--- config.mk ---
export PLATFORM = sky130hd
export DESIGN_NAME = spi_flash_ctrl
export DESIGN_NICKNAME = d
export VERILOG_FILES = /design/src/rtl/sfc_pkg.sv /design/src/rtl/sfc_spi_sync.sv /design/src/rtl/sfc_cmd_engine.sv /design/src/rtl/sfc_sr_shifter.sv /design/src/rtl/spi_flash_ctrl.sv
export SDC_FILE = /design/constraint.sdc
export NUM_CORES = 1
export LEC_CHECK = 0
export ABC_AREA = 1
export BUFFER_PORTS_ARGS = -buffer_cell sky130_fd_sc_hd__buf_2
export CAP_MARGIN = 0
export CORE_MARGIN = 3
export CORE_UTILIZATION = 54
export DETAILED_ROUTE_END_ITERATION = 7
export PLACE_DENSITY_LB_ADDON = 0.05
export SYNTH_ARGS = -nofsm -noshare
export SYNTH_HDL_FRONTEND = slang
export SYNTH_SLANG_ARGS = --single-unit
export TNS_END_PERCENT = 5
--- constraint.sdc ---
create_clock -name clk -period 1.99 [get_ports clk]
set_input_delay 0.0995 -clock clk [delete_from_list [all_inputs] [get_ports clk]]
set_output_delay 0.0995 -clock clk [all_outputs]
set_load 0.03 [all_outputs]
--- src/rtl/sfc_pkg.sv ---
package sfc_pkg;

  localparam logic [7:0] OPC_WREN = 8'h06;
  localparam logic [7:0] OPC_WRDI = 8'h04;
  localparam logic [7:0] OPC_RDSR = 8'h05;
  localparam logic [7:0] OPC_WRSR = 8'h01;
  localparam logic [7:0] OPC_PROG = 8'h02;
  localparam logic [7:0] OPC_SERS = 8'hD8;
  localparam logic [7:0] OPC_BERS = 8'hC7;

  typedef enum logic [1:0] {
    AOP_NONE   = 2'd0,
    AOP_PROG   = 2'd1,
    AOP_SERASE = 2'd2,
    AOP_BERASE = 2'd3
  } arr_op_e;

  typedef enum logic [2:0] {
    ST_WAIT,   // ignore bits until deselect
    ST_OPC,    // collecting opcode
    ST_ADDR,   // collecting address or status byte
    ST_DATA,   // complete frame pending, or program data
    ST_RDSR    // streaming status
  } eng_state_e;

  // quarter index = two top address bits; returns 1 if that quarter is locked
  function automatic logic quarter_locked(input logic [1:0] quarter, input logic [1:0] bp);
    case (bp)
      2'b00:   quarter_locked = 1'b0;
      2'b01:   quarter_locked = (quarter == 2'b11);
      2'b10:   quarter_locked = quarter[1];
      default: quarter_locked = 1'b1;
    endcase
  endfunction

  function automatic logic [7:0] status_pack(input logic srwd, input logic [1:0] bp,
                                             input logic wel, input logic wip);
    status_pack = {srwd, 3'b000, bp, wel, wip};
  endfunction

  function automatic logic needs_wel(input logic [7:0] opc);
    needs_wel = (opc == OPC_WRSR) || (opc == OPC_PROG) ||
                (opc == OPC_SERS) || (opc == OPC_BERS);
  endfunction

endpackage

--- src/rtl/sfc_spi_sync.sv ---
module sfc_spi_sync #(
  parameter int STAGES = 2
) (
  input  logic clk,
  input  logic rst_n,
  input  logic spi_sck,
  input  logic spi_cs_n,
  input  logic spi_mosi,
  input  logic wp_n,
  output logic sck_rise,
  output logic sck_fall,
  output logic cs_fall,
  output logic cs_rise,
  output logic cs_act,
  output logic mosi_s,
  output logic wp_n_s
);
  localparam int LAST = STAGES - 1;

  logic [LAST:0] sck_p, cs_p, mosi_p, wp_p;
  logic          sck_d, cs_d;

  always_ff @(posedge clk or negedge rst_n) begin
    if (!rst_n) begin
      sck_p  <= '0;
      cs_p   <= '1;
      mosi_p <= '0;
      wp_p   <= '1;
      sck_d  <= 1'b0;
      cs_d   <= 1'b1;
    end else begin
      sck_p  <= {sck_p[LAST-1:0], spi_sck};
      cs_p   <= {cs_p[LAST-1:0], spi_cs_n};
      mosi_p <= {mosi_p[LAST-1:0], spi_mosi};
      wp_p   <= {wp_p[LAST-1:0], wp_n};
      sck_d  <= sck_p[LAST];
      cs_d   <= cs_p[LAST];
    end
  end

  assign cs_act   = !cs_p[LAST];
  assign sck_rise = cs_act &&  sck_p[LAST] && !sck_d;
  assign sck_fall = cs_act && !sck_p[LAST] &&  sck_d;
  assign cs_fall  = !cs_p[LAST] &&  cs_d;
  assign cs_rise  =  cs_p[LAST] && !cs_d;
  assign mosi_s   = mosi_p[LAST];
  assign wp_n_s   = wp_p[LAST];

endmodule

--- src/rtl/sfc_cmd_engine.sv ---
module sfc_cmd_engine
  import sfc_pkg::*;
#(
  parameter int ADDR_W = 17,
  parameter int PAGE_W = 7
) (
  input  logic              clk,
  input  logic              rst_n,
  input  logic              sck_rise,
  input  logic              cs_fall,
  input  logic              cs_rise,
  input  logic              cs_act,
  input  logic              mosi_s,
  input  logic              wp_n_s,
  input  logic              arr_ack,
  output logic [7:0]        status,
  output logic              rdsr_active,
  output logic              arr_req,
  output logic [1:0]        arr_op,
  output logic [ADDR_W-1:0] arr_addr,
  output logic              pg_clr,
  output logic              pg_wr,
  output logic [PAGE_W-1:0] pg_col,
  output logic [7:0]        pg_data
);
  localparam logic [2:0] BCNT_SAT  = 3'd5;  // opcode + 3 address + >=1 data
  localparam logic [2:0] BCNT_ADDR = 3'd3;

  // framing
  logic [2:0] bit_q, bcnt_q;
  logic [6:0] sh_q;
  logic [7:0] byte_in;
  logic       byte_evt;

  assign byte_in  = {sh_q, mosi_s};
  assign byte_evt = sck_rise && (bit_q == 3'd7);

  always_ff @(posedge clk or negedge rst_n) begin
    if (!rst_n) begin
      bit_q  <= '0;
      bcnt_q <= '0;
      sh_q   <= '0;
    end else if (cs_fall) begin
      bit_q  <= '0;
      bcnt_q <= '0;
    end else if (sck_rise) begin
      bit_q <= bit_q + 3'd1;
      sh_q  <= byte_in[6:0];
      if (byte_evt && bcnt_q != BCNT_SAT) bcnt_q <= bcnt_q + 3'd1;
    end
  end

  // status register
  logic       srwd_q, wel_q, wip_q;
  logic [1:0] bp_q;

  // command state
  eng_state_e        state_q;
  logic [7:0]        cmd_q, wrsr_q;
  logic [ADDR_W-1:0] addr_q, addr_nxt;
  logic [PAGE_W-1:0] col_q;

  assign addr_nxt = {addr_q[ADDR_W-9:0], byte_in};

  // named internal events
  logic opc_evt, addr_done_evt, exec_evt, wrsr_ok, start_evt, done_evt, hw_locked;

  assign opc_evt       = byte_evt && (state_q == ST_OPC);
  assign addr_done_evt = byte_evt && (state_q == ST_ADDR) && (cmd_q != OPC_WRSR) &&
                         (bcnt_q == BCNT_ADDR);
  assign hw_locked     = srwd_q && !wp_n_s;
  assign exec_evt      = cs_rise && (state_q == ST_DATA) && (bit_q == 3'd0) &&
                         ((cmd_q != OPC_PROG) || (bcnt_q == BCNT_SAT));
  assign wrsr_ok       = exec_evt && (cmd_q == OPC_WRSR) && !hw_locked;
  assign start_evt     = exec_evt && (cmd_q != OPC_WRSR);
  assign done_evt      = arr_ack && wip_q;

  function automatic eng_state_e opc_next(input logic [7:0] opc, input logic busy,
                                          input logic wel, input logic [1:0] bp);
    if (opc == OPC_RDSR)                          opc_next = ST_RDSR;
    else if (!needs_wel(opc) || busy || !wel)     opc_next = ST_WAIT;
    else if (opc == OPC_BERS)                     opc_next = (bp == 2'b00) ? ST_DATA : ST_WAIT;
    else                                          opc_next = ST_ADDR;
  endfunction

  always_ff @(posedge clk or negedge rst_n) begin
    if (!rst_n) begin
      state_q <= ST_WAIT;
      cmd_q   <= '0;
      wrsr_q  <= '0;
      addr_q  <= '0;
      col_q   <= '0;
      pg_clr  <= 1'b0;
      pg_wr   <= 1'b0;
      pg_col  <= '0;
      pg_data <= '0;
    end else begin
      pg_clr <= 1'b0;
      pg_wr  <= 1'b0;
      if (cs_fall) begin
        state_q <= ST_OPC;
      end else if (byte_evt) begin
        case (state_q)
          ST_OPC: begin
            cmd_q   <= byte_in;
            state_q <= opc_next(byte_in, wip_q, wel_q, bp_q);
          end
          ST_ADDR: begin
            if (cmd_q == OPC_WRSR) begin
              wrsr_q  <= byte_in;
              state_q <= ST_DATA;
            end else begin
              addr_q <= addr_nxt;
              if (bcnt_q == BCNT_ADDR) begin
                col_q <= addr_nxt[PAGE_W-1:0];
                if (quarter_locked(addr_nxt[ADDR_W-1 -: 2], bp_q)) begin
                  state_q <= ST_WAIT;
                end else begin
                  state_q <= ST_DATA;
                  pg_clr  <= (cmd_q == OPC_PROG);
                end
              end
            end
          end
          ST_DATA: begin
            if (cmd_q == OPC_PROG) begin
              pg_wr   <= 1'b1;
              pg_col  <= col_q;
              pg_data <= byte_in;
              col_q   <= col_q + 1'b1;
            end else begin
              state_q <= ST_WAIT;
            end
          end
          default: ;
        endcase
      end
    end
  end

  // status and array request
  always_ff @(posedge clk or negedge rst_n) begin
    if (!rst_n) begin
      srwd_q   <= 1'b0;
      bp_q     <= 2'b00;
      wel_q    <= 1'b0;
      wip_q    <= 1'b0;
      arr_op   <= AOP_NONE;
      arr_addr <= '0;
    end else begin
      if (opc_evt && !wip_q) begin
        if (byte_in == OPC_WREN) wel_q <= 1'b1;
        if (byte_in == OPC_WRDI) wel_q <= 1'b0;
      end
      if (wrsr_ok) begin
        srwd_q <= wrsr_q[7];
        bp_q   <= wrsr_q[3:2];
        wel_q  <= 1'b0;
      end
      if (start_evt) begin
        wip_q <= 1'b1;
        case (cmd_q)
          OPC_PROG: begin arr_op <= AOP_PROG;   arr_addr <= addr_q; end
          OPC_SERS: begin arr_op <= AOP_SERASE; arr_addr <= addr_q; end
          default:  begin arr_op <= AOP_BERASE; arr_addr <= '0;     end
        endcase
      end
      if (done_evt) begin
        wip_q  <= 1'b0;
        wel_q  <= 1'b0;
        arr_op <= AOP_NONE;
      end
    end
  end

  assign status      = status_pack(srwd_q, bp_q, wel_q, wip_q);
  assign rdsr_active = cs_act && (state_q == ST_RDSR);
  assign arr_req     = wip_q;

  AST_START_NEEDS_WEL: assert property (@(posedge clk) disable iff (!rst_n)
    start_evt |-> wel_q);
  AST_START_WHEN_IDLE: assert property (@(posedge clk) disable iff (!rst_n)
    start_evt |-> !wip_q);
  AST_BULK_UNLOCKED: assert property (@(posedge clk) disable iff (!rst_n)
    (start_evt && cmd_q == OPC_BERS) |-> (bp_q == 2'b00));
  AST_ACK_CLEARS: assert property (@(posedge clk) disable iff (!rst_n)
    done_evt |=> (!wel_q && !arr_req));
  AST_REQ_HELD: assert property (@(posedge clk) disable iff (!rst_n)
    (arr_req && !arr_ack) |=> arr_req);
  AST_HW_LOCK_FREEZE: assert property (@(posedge clk) disable iff (!rst_n)
    (srwd_q && !wp_n_s) |=> ($stable(srwd_q) && $stable(bp_q)));
  AST_PAGE_WR_IN_FRAME: assert property (@(posedge clk) disable iff (!rst_n)
    pg_wr |-> (cmd_q == OPC_PROG));

endmodule

--- src/rtl/sfc_sr_shifter.sv ---
module sfc_sr_shifter (
  input  logic       clk,
  input  logic       rst_n,
  input  logic       sck_fall,
  input  logic       cs_act,
  input  logic       rdsr_active,
  input  logic [7:0] status,
  output logic       miso,
  output logic       miso_oe
);
  logic [2:0] idx_q;
  logic [7:0] snap_q;

  always_ff @(posedge clk or negedge rst_n) begin
    if (!rst_n) begin
      idx_q   <= 3'd7;
      snap_q  <= '0;
      miso    <= 1'b0;
      miso_oe <= 1'b0;
    end else if (!cs_act) begin
      idx_q   <= 3'd7;
      miso    <= 1'b0;
      miso_oe <= 1'b0;
    end else if (sck_fall && rdsr_active) begin
      miso_oe <= 1'b1;
      if (idx_q == 3'd7) begin
        snap_q <= status;
        miso   <= status[7];
      end else begin
        miso   <= snap_q[idx_q];
      end
      idx_q <= idx_q - 3'd1;
    end
  end

  AST_MISO_ON_FALL: assert property (@(posedge clk) disable iff (!rst_n)
    (cs_act && !sck_fall) |=> $stable(miso));
  AST_OE_OFF_IDLE: assert property (@(posedge clk) disable iff (!rst_n)
    !cs_act |=> !miso_oe);
  AST_OE_ONLY_RDSR: assert property (@(posedge clk) disable iff (!rst_n)
    $rose(miso_oe) |-> $past(rdsr_active));

endmodule

--- src/rtl/spi_flash_ctrl.sv ---
module spi_flash_ctrl #(
  parameter int ADDR_W      = 17,
  parameter int PAGE_W      = 7,
  parameter int SYNC_STAGES = 2
) (
  input  logic              clk,
  input  logic              rst_n,
  input  logic              spi_sck,
  input  logic              spi_cs_n,
  input  logic              spi_mosi,
  output logic              spi_miso,
  output logic              spi_miso_oe,
  input  logic              wp_n,
  output logic              arr_req,
  output logic [1:0]        arr_op,
  output logic [ADDR_W-1:0] arr_addr,
  input  logic              arr_ack,
  output logic              pg_clr,
  output logic              pg_wr,
  output logic [PAGE_W-1:0] pg_col,
  output logic [7:0]        pg_data
);
  logic       sck_rise, sck_fall, cs_fall, cs_rise, cs_act, mosi_s, wp_n_s;
  logic [7:0] status;
  logic       rdsr_active;

  sfc_spi_sync #(.STAGES(SYNC_STAGES)) u_sync (
    .clk(clk), .rst_n(rst_n), .spi_sck(spi_sck), .spi_cs_n(spi_cs_n),
    .spi_mosi(spi_mosi), .wp_n(wp_n), .sck_rise(sck_rise), .sck_fall(sck_fall),
    .cs_fall(cs_fall), .cs_rise(cs_rise), .cs_act(cs_act), .mosi_s(mosi_s),
    .wp_n_s(wp_n_s)
  );

  sfc_cmd_engine #(.ADDR_W(ADDR_W), .PAGE_W(PAGE_W)) u_engine (
    .clk(clk), .rst_n(rst_n), .sck_rise(sck_rise), .cs_fall(cs_fall),
    .cs_rise(cs_rise), .cs_act(cs_act), .mosi_s(mosi_s), .wp_n_s(wp_n_s),
    .arr_ack(arr_ack), .status(status), .rdsr_active(rdsr_active),
    .arr_req(arr_req), .arr_op(arr_op), .arr_addr(arr_addr),
    .pg_clr(pg_clr), .pg_wr(pg_wr), .pg_col(pg_col), .pg_data(pg_data)
  );

  sfc_sr_shifter u_shift (
    .clk(clk), .rst_n(rst_n), .sck_fall(sck_fall), .cs_act(cs_act),
    .rdsr_active(rdsr_active), .status(status), .miso(spi_miso),
    .miso_oe(spi_miso_oe)
  );

  AST_REQ_OP_VALID: assert property (@(posedge clk) disable iff (!rst_n)
    arr_req |-> (arr_op != 2'd0));

endmodule

==> summary.txt <==
Logic synthesis
  • Mapped Cells: 584
  • Most frequent cell after synthesis: nand2_1
  • Post-synth top area cell: dfrtp_1
  • Post-Syn Area: 0.00502 mm2
  • Post-synth net total: 600
  • Sequential fraction of the synthesis area: 0.561
  • Synth top cells by count: nand2_1, dfrtp_1, inv_1
  • Ys async rst share: 1.00
  • Yosys top cell area share: 0.519
  • Warnings, synthesis: 0
  • Yosys cell types: 31
  • EDFF count, synth: 0
  • Synth area leaders: dfrtp_1, nand2_1, o21ai_0
  • Post-synth top flop: dfrtp_1
  • Syn avg cell area: 8.59 um2
  • Yosys reg bits: 112

Clock tree
  • Clock-pin slew on the worst setup and hold paths: 110 ps
  • Sink Count: 112
  • Root buf cell: clkbuf_8
  • CTS Buf Count: 9
  • Worst skew pair latency: 390 ps
  • H-tree depth: 3
  • Clock buffer depth: 2
  • CTS tree: yes

Timing
  • RSZ-0062 raised after global routing: false
  • Fin. max-slew vios: 0
  • Setup violators final: 0
  • Setup Skew: 14.6 ps
  • Tcrit/Tclk final: 0.906
  • Least-Margin Pin Slew: 468 ps
  • Final hold viol count: 0
  • Min Clock Period, post-route: 1800 ps
  • Sum Neg Setup Slack: 0 ps
  • Achievable frequency: 555 MHz
  • Slew margin rel.: 0.688

Power and ir drop
  • Pleak: 2.89 nW
  • Switching power: 1.08 mW
  • Pwr Density: 707 mW/mm2
  • Pint: 2.91 mW
  • Comb pwr share: 0.088
  • Flop pwr share: 0.593
  • Pwr Total: 3.99 mW
  • VDD IR max: 0.348 mV
  • Switching part of the total: 0.271
  • Clock power frac: 0.318

Routing
  • Post-detailed-route count of antenna-violating nets: 0
  • Routed len/inst: 13.9 um
  • Final WL: 10.5 mm
  • Initial DRC count: 186
  • DRC Markers: 0
  • Via/cell ratio: 5.05
  • Pre-antenna DRT Iters: 4
  • Total number of vias: 3811

Layout
  • Fraction of layout cells with a size suffix above 1: 0.168
  • Fill cell count: 807
  • Final instance area: 0.00564 mm2
  • Area delta synth->final: 12.4%
  • Reg area: 0.00281 mm2
  • Footprint of the multi-input gates: 0.00186 mm2
  • Diode count: 0
  • Final #Nets: 658

Setup path
  • CP max stage cell: dfstp_2
  • Crit path DAT: 2090 ps
  • Crit start category: flop
  • Cell family with most CP delay: flip-flops
  • Critical path endpoint category: flop
  • Crit Path Class: flop to flop
  • Reg2reg setup slack: 190 ps
  • Critical-path cell list: nor2_4 > nand3_4 > clkinv_2 > nand2_2 > or2_1 > buf_4 > inv_2 > nand2_1 > nand2_1
  • CP Max Fanout: 27
  • Req. time, crit path: 2280 ps
  • Critical path buffers and inverters: 3
  • Most frequent CP cell: nand2_1
  • Critical Path Max Stage Delay: 610 ps

Flow run
  • Number of max-cap violations: 0

GRT
  • Global-route wire length before repair: 17.9 mm
  • Largest net degree at the start of global routing: 44
  • GRT Overall Usage: 0.223
  • GRT Residual Overflow: 0
  • Antenna violations before repair: 0
  • Vias in the first global route: 3604

Die
  • Die width: 102 um
  • Die Y: 102 um
  • Io pins: 46
  • CORE AREA: 0.00889 mm2
  • Die area: 0.0105 mm2
  • Initial Util: 0.564
  • Placement row count: 34

Placement
  • Port Buffers: 45
  • DP HPWL: 7.48 mm
  • Placed Area: 0.00541 mm2
  • Gpl congestion: 0.884

Status
  • Outcome: finished clean

Hold path
  • Hold Path Class: input pin to flop
timing repair:
| action | 4_1_cts | 5_1_grt |
|---|---|---|
| endpoints found under the hold margin | 35 | 0 |
| setup endpoints to repair | 0 | 4 |
| gates resized for setup | 0 | 1 |
| setup buffers | 0 | 0 |
| hold buffers | 5 | 0 |
per-stage QoR:
step	setup slack, ps	hold WS, ps	utilization	instances
after floorplan	435	-196	-	584
after global placement	69.5	85.7	0.608	734
after detailed placement	126	86.7	0.608	734
after CTS	131	78.4	0.634	755
after global routing	40.6	124	0.635	755
final	188	98.3	0.635	755
area by class of cell:
class	count	area share
inverter	65	0.0435
sequential	112	0.499
clock buffer	10	0.0226
tap	108	0.0240
clock inverter	6	0.00931
multi-input combinational	392	0.330
timing repair buffer	62	0.0719
registers in the layout, indices dropped and copies added, names as in the netlist, 2 cells and up:
name               count
u_engine.addr_q       17
u_engine.arr_addr     17
u_engine.cmd_q         8
u_engine.pg_data       8
u_engine.col_q         7
u_engine.pg_col        7
u_engine.sh_q          7
u_shift.snap_q         5
u_engine.bcnt_q        3
u_engine.bit_q         3
u_engine.state_q       3
u_engine.wrsr_q        3
u_shift.idx_q          3
u_engine.arr_op        2
u_engine.bp_q          2
u_sync.cs_p            2
u_sync.mosi_p          2
u_sync.sck_p           2
u_sync.wp_p            2
layout by cell type, fill, tap and decap left out, types with 5 or more instances in the layout:
| master | count |
|---|---|
| o21ai_1 | 18 |
| o21ai_0 | 59 |
| a21oi_1 | 6 |
| o21ai_2 | 11 |
| ha_1 | 9 |
| dfrtp_1 | 104 |
| nand4_1 | 5 |
| nand2_2 | 7 |
| buf_4 | 10 |
| nand3_1 | 24 |
| dlygate4sd3_1 | 5 |
| nor3_1 | 8 |
| nor2_1 | 33 |
| clkbuf_8 | 9 |
| inv_1 | 61 |
| xor2_1 | 5 |
| nand2_1 | 195 |
| dfstp_2 | 8 |
| buf_2 | 44 |
final timing paths:
path	from	endpoint	cells after the start
setup / recovery	u_sync.cs_p[1]	u_engine.pg_col[1]	9
hold / removal	arr_ack	u_engine.wel_q	4
setup reg to reg	u_sync.cs_p[1]	u_engine.pg_col[1]	9
hold reg to reg	u_sync.sck_p[0]	u_sync.sck_p[1]	0
max in group asynchronous	rst_n	u_sync.wp_p[1]	3
min in group asynchronous	rst_n	u_engine.arr_addr[9]	2
tightest hold or removal path: stages:
cell and delay [ps]:
buf_2 70, nand2_1 120, nand3_1 120, nor2_1 40
power groups by stage:
| stage | registers [mW] | logic [mW] | clock network [mW] |
|---|---|---|---|
| 2_1_floorplan | 2.41 | 0.177 | 0 |
| 3_3_place_gp | 2.41 | 0.338 | 0 |
| 3_5_place_dp | 2.41 | 0.345 | 0 |
| 4_1_cts | 2.37 | 0.355 | 1.33 |
| 5_1_grt | 2.37 | 0.399 | 1.42 |
| 6_report | 2.37 | 0.351 | 1.27 |
layer usage:
metal  wire (um)  global-route usage
met5           0                   0
met4         186              0.0838
met3         423              0.0451
met2        4800               0.333
met1        5090               0.323
kinds of logic after synthesis:
group | Yosys count | share of synthesized area
buf+inv | 80 | 0.0691
simple gates | 280 | 0.231
flops | 112 | 0.561
xor+xnor | 5 | 0.00873
fa+ha+maj | 9 | 0.0224
compound gates | 98 | 0.108
Power figures use the tool's default switching activity.
